--- config.mk ---
export PLATFORM = sky130hd
export DESIGN_NAME = fu_core
export DESIGN_NICKNAME = d
export VERILOG_FILES = /design/src/rtl/fu_pkg.sv /design/src/rtl/fu_decode.sv /design/src/rtl/fu_arith.sv /design/src/rtl/fu_logic.sv /design/src/rtl/fu_shift.sv /design/src/rtl/fu_core.sv
export SDC_FILE = /design/constraint.sdc
export NUM_CORES = 1
export LEC_CHECK = 0
export BUFFER_PORTS_ARGS = -buffer_cell sky130_fd_sc_hd__buf_2
export CORE_MARGIN = 5
export CORE_UTILIZATION = 55
export DETAILED_ROUTE_END_ITERATION = 6
export GPL_TIMING_DRIVEN = 1
export PLACE_DENSITY = 0.93
export SYNTH_ARGS = -nofsm -noshare
export SYNTH_HDL_FRONTEND = slang
export SYNTH_HIERARCHICAL = 1
export SYNTH_SLANG_ARGS = --single-unit
--- constraint.sdc ---
create_clock -name vclk -period 3.9
set_clock_uncertainty 0.05 [all_clocks]
set_input_delay 0.195 -clock vclk [all_inputs]
set_output_delay 0.195 -clock vclk [all_outputs]
set_load 0.01 [all_outputs]
--- src/rtl/fu_pkg.sv ---
package fu_pkg;
  typedef enum logic [1:0] {
    Y_ZERO = 2'b00,
    Y_B    = 2'b01,
    Y_NOTB = 2'b10,
    Y_ONES = 2'b11
  } ysel_e;

  typedef enum logic [1:0] {
    SRC_ARITH = 2'b00,
    SRC_LOGIC = 2'b01,
    SRC_SHIFT = 2'b10
  } src_e;

  typedef enum logic [1:0] {
    LOP_AND  = 2'b00,
    LOP_OR   = 2'b01,
    LOP_XOR  = 2'b10,
    LOP_NOTA = 2'b11
  } lop_e;

  typedef enum logic [1:0] {
    SH_PASS  = 2'b00,
    SH_RIGHT = 2'b01,
    SH_LEFT  = 2'b10,
    SH_ZERO  = 2'b11
  } shop_e;

  typedef struct packed {
    src_e  src;
    ysel_e ysel;
    logic  cin;
    lop_e  lop;
    shop_e shop;
  } fu_ctrl_t;

  localparam int unsigned FS_W = 4;
endpackage

--- src/rtl/fu_decode.sv ---
module fu_decode
  import fu_pkg::*;
(
  input  logic [FS_W-1:0] fs_i,
  output fu_ctrl_t        ctrl_o
);
  always_comb begin
    ctrl_o.ysel = ysel_e'(fs_i[2:1]);
    ctrl_o.cin  = fs_i[0];
    ctrl_o.lop  = lop_e'(fs_i[1:0]);
    ctrl_o.shop = shop_e'(fs_i[1:0]);
    if (!fs_i[3])     ctrl_o.src = SRC_ARITH;
    else if (!fs_i[2]) ctrl_o.src = SRC_LOGIC;
    else              ctrl_o.src = SRC_SHIFT;
  end
endmodule

--- src/rtl/fu_arith.sv ---
module fu_arith
  import fu_pkg::*;
#(
  parameter int unsigned WIDTH = 8
) (
  input  logic [WIDTH-1:0] a_i,
  input  logic [WIDTH-1:0] b_i,
  input  ysel_e            ysel_i,
  input  logic             cin_i,
  output logic [WIDTH-1:0] sum_o,
  output logic             cout_o,
  output logic             ovf_o
);
  localparam int unsigned MSB = WIDTH - 1;

  logic [WIDTH-1:0] y;
  logic [WIDTH:0]   ext_sum;

  // B-input steering, one gate pair per bit
  for (genvar i = 0; i < WIDTH; i++) begin : g_yin
    assign y[i] = (b_i[i] & ysel_i[0]) | (~b_i[i] & ysel_i[1]);
  end

  assign ext_sum = {1'b0, a_i} + {1'b0, y} + {{WIDTH{1'b0}}, cin_i};
  assign sum_o   = ext_sum[WIDTH-1:0];
  assign cout_o  = ext_sum[WIDTH];
  assign ovf_o   = (a_i[MSB] == y[MSB]) && (sum_o[MSB] != a_i[MSB]);
endmodule

--- src/rtl/fu_logic.sv ---
module fu_logic
  import fu_pkg::*;
#(
  parameter int unsigned WIDTH = 8
) (
  input  logic [WIDTH-1:0] a_i,
  input  logic [WIDTH-1:0] b_i,
  input  lop_e             op_i,
  output logic [WIDTH-1:0] res_o
);
  always_comb begin
    unique case (op_i)
      LOP_AND:  res_o = a_i & b_i;
      LOP_OR:   res_o = a_i | b_i;
      LOP_XOR:  res_o = a_i ^ b_i;
      default:  res_o = ~a_i;
    endcase
  end
endmodule

--- src/rtl/fu_shift.sv ---
module fu_shift
  import fu_pkg::*;
#(
  parameter int unsigned WIDTH = 8
) (
  input  logic [WIDTH-1:0] b_i,
  input  shop_e            op_i,
  input  logic             shr_fill_i,
  input  logic             shl_fill_i,
  output logic [WIDTH-1:0] res_o
);
  always_comb begin
    unique case (op_i)
      SH_PASS:  res_o = b_i;
      SH_RIGHT: res_o = {shr_fill_i, b_i[WIDTH-1:1]};
      SH_LEFT:  res_o = {b_i[WIDTH-2:0], shl_fill_i};
      default:  res_o = '0;
    endcase
  end
endmodule

--- src/rtl/fu_core.sv ---
module fu_core
  import fu_pkg::*;
#(
  parameter int unsigned WIDTH = 8
) (
  input  logic [WIDTH-1:0] a_i,
  input  logic [WIDTH-1:0] b_i,
  input  logic [3:0]       fs_i,
  input  logic             shr_fill_i,
  input  logic             shl_fill_i,
  output logic [WIDTH-1:0] f_o,
  output logic             v_o,
  output logic             c_o,
  output logic             n_o,
  output logic             z_o
);
  fu_ctrl_t         ctrl;
  logic [WIDTH-1:0] arith_res, logic_res, shift_res;
  logic             arith_c, arith_v;

  fu_decode i_dec (.fs_i(fs_i), .ctrl_o(ctrl));

  fu_arith #(.WIDTH(WIDTH)) i_arith (
    .a_i(a_i), .b_i(b_i), .ysel_i(ctrl.ysel), .cin_i(ctrl.cin),
    .sum_o(arith_res), .cout_o(arith_c), .ovf_o(arith_v)
  );

  fu_logic #(.WIDTH(WIDTH)) i_logic (
    .a_i(a_i), .b_i(b_i), .op_i(ctrl.lop), .res_o(logic_res)
  );

  fu_shift #(.WIDTH(WIDTH)) i_shift (
    .b_i(b_i), .op_i(ctrl.shop), .shr_fill_i(shr_fill_i),
    .shl_fill_i(shl_fill_i), .res_o(shift_res)
  );

  always_comb begin
    unique case (ctrl.src)
      SRC_ARITH: f_o = arith_res;
      SRC_LOGIC: f_o = logic_res;
      default:   f_o = shift_res;
    endcase
  end

  // carry and overflow only meaningful on the adder path
  assign c_o = (ctrl.src == SRC_ARITH) & arith_c;
  assign v_o = (ctrl.src == SRC_ARITH) & arith_v;
  assign n_o = f_o[WIDTH-1];
  assign z_o = ~|f_o;
endmodule

==> impl_metrics.py <==
metrics = {
    "grt": {
        "grt_first_pass_wirelength_um": 5000,
        "grt_pass1_vias": 1126,
        "grt_max_degree": 32,
        "grt.total_usage": 0.168,
        "grt-ovfl-total": 0,
        "antenna_found_initial": 0,
    },
    "yosys": {
        "synth_top_area_frac": 0.199,
        "synth_cells": 169,
        "synth_area_leaders": "ha_1 20%, mux4_2 12%, mux2i_1 11%, inv_1 6.8%, mux2_2 6.2%",
        "syn_nets": 216,
        "syn_avg_cell_area_um2": 8.55,
        "synth.largest_area_cell": "ha_1",
        "yosysWarnings": 6,
        "netlist_area_um2": 1450,
        "ys_seq_area_frac": 0,
        "yosysUniqueCellTypes": 34,
    },
    "detailed_routing": {
        "drtAntennaViolNets": 0,
        "drt-initial-drc-count": 52,
        "firstDrtPassIters": 4,
        "route.detailed.drc": 0,
        "wl_um": 3020,
        "wire_per_inst_um": 13.8,
        "vias_per_cell": 5.55,
        "vias": 1216,
    },
    "sta": {
        "finalHoldViolCount": 0,
        "post-route-min-period_ns": 3.29,
        "final-max-slew-violation-count": 0,
        "maxSlewHeadroom": 0.745,
        "setup_viol_count_final": 0,
        "post-route-period-util": 0.844,
        "setup_tns_ns": 0,
        "max_slew.worst_pin.slew_ns": 0.382,
        "fmax_ghz": 0.304,
        "rsz0062_at_grt": "false",
    },
    "power": {
        "power.ir.vdd_worst_uv": 91.9,
        "p_leak_uw": 0.000753,
        "power_density_nw_per_um2": 153,
    },
    "final_layout": {
        "regArea_um2": 0,
        "diodes": 0,
        "seq_cells": 0,
        "area_growth_pct": 4.59,
        "stdcell_count": 219,
        "drive_gt1_frac": 0.312,
        "nFillCells": 251,
        "nClkBuffers": 0,
        "nets": 238,
    },
    "min_path": {
        "hold_depth": 6,
        "hold_start": "shr_fill_i",
        "hold_path_class": "in -> out",
        "hold-path-endpoint": "n_o",
    },
    "floorplan": {
        "die_h_um": 61.3,
        "start_util": 0.578,
        "rows": 18,
        "die_x_um": 61.3,
        "die_area_um2": 3750,
        "core_area_um2": 2500,
        "boundaryPins": 34,
    },
    "outcome": {
        "status": "finished, final reports clean",
    },
    "setup_path": {
        "arrival_ns": 3.05,
        "setup.worst_path.start_class": "input pin",
        "required_ns": 3.65,
        "crit_type": "in -> out",
        "cp_max_fo": 5,
        "critPathCaptureType": "output port",
    },
    "placement": {
        "io_buffers": 34,
        "dpl.cell_count": 219,
        "gp_congestion": 0.812,
        "place_hpwl_um": 2450,
    },
    "cts": {
        "cts-resized-gates": 0,
        "cts_setup_buffers": 0,
        "cts_hold_buf": 0,
    },
    "flow_run": {
        "drv_cap": 0,
    },
}
==> worst max-delay path, cell delays in order <==
cell,delay [ns]
buf_2,0.13
mux2_2,0.35
fa_1,0.42
fa_1,0.41
a21oi_1,0.25
nor2b_1,0.09
nor3_1,0.15
nor2_1,0.06
mux2i_1,0.13
o21ai_1,0.09
or4_1,0.55
nor2_1,0.10
buf_2,0.13
==> layer usage <==
metal | vias to the layer above | routed length (µm) | global-route usage | share of wire
met5 | - | 0 | 0 | 0
met4 | 0 | 0 | 0.00619 | 0
met3 | 0 | 151 | 0.0105 | 0.050
met2 | 26 | 1440 | 0.298 | 0.48
met1 | 562 | 1420 | 0.236 | 0.47
li1 | 628 | - | - | -
==> cell type report <==
cell class	instances	area [µm²]	share of cell area
inverter	26	97.6	0.0646
timing repair buffer	36	185	0.123
multi-input combinational	127	1190	0.788
tap	30	37.5	0.0248
==> stage by stage <==
step | area (µm²) | power, µW | setup slack, ns | hold WS [ns] | utilization
detailed placement | 1510 | 232 | 0.633 | 0.812 | 0.605
global route | 1510 | 261 | 0.344 | 0.857 | 0.605
floorplan | 1450 | 178 | 0.812 | 0.588 | -
global placement | 1510 | 224 | 0.737 | 0.811 | 0.605
finish | 1510 | 232 | 0.607 | 0.807 | 0.605
CTS | 1510 | 234 | 0.633 | 0.816 | 0.605
==> logic make-up (layout without fill, tap and decap cells) <==
family | after synthesis | in the layout | share of synthesized area
AO/OA/AOI/OAI | 30 | 30 | 0.128
XOR/XNOR | 5 | 5 | 0.0303
adder cells (fa/ha/maj) | 25 | 25 | 0.227
buffers and inverters | 42 | 62 | 0.176
multiplexers | 33 | 33 | 0.306
AND/OR/NAND/NOR | 34 | 34 | 0.133
==> cell usage in the layout, fill, tap and decap left out, drive strengths merged <==
master	count
or4	2
and2	1
inv	26
or3	1
nor3	3
o21ai	19
a21oi	5
ha	23
xnor2	4
nand3b	8
a21o	1
and2b	1
fa	2
nand2	10
xor2	1
o211ai	1
mux2	9
a211oi	1
mux2i	16
nor3b	2
o22ai	1
nor2	4
mux4	8
o21bai	1
o31ai	1
nor2b	2
buf	36
==> synthesized netlist by cell type, drive strengths merged <==
library cell and n:
buf 16, nand2 10, a21o 1, o211ai 1, o22ai 1, mux2i 16
and2 1, a21oi 5, nor3b 2, xor2 1, o31ai 1, or3 1
mux4 8, inv 26, ha 23, o21ai 19, nor2 4, fa 2
and2b 1, mux2 9, o21bai 1, nor2b 2, a211oi 1, or4 2
nand3b 8, nor3 3, xnor2 4
==> where the power goes <==
part | switching [µW] | total, µW | leakage, µW | internal, µW
combinational | 123 | 232 | 0.000753 | 109
clock | 0 | 0 | 0 | 0
sequential | 0 | 0 | 0 | 0
==> how the worst max path moves through the flow <==
stage / start / end / depth (start not counted)
floorplan: fs_i[1] / z_o / 12
global route: b_i[0] / z_o / 13
finish: b_i[0] / z_o / 13
global placement: b_i[0] / z_o / 13
CTS: b_i[0] / z_o / 13
detailed placement: b_i[0] / z_o / 13
Note: power is estimated with default switching activity, not from simulation.
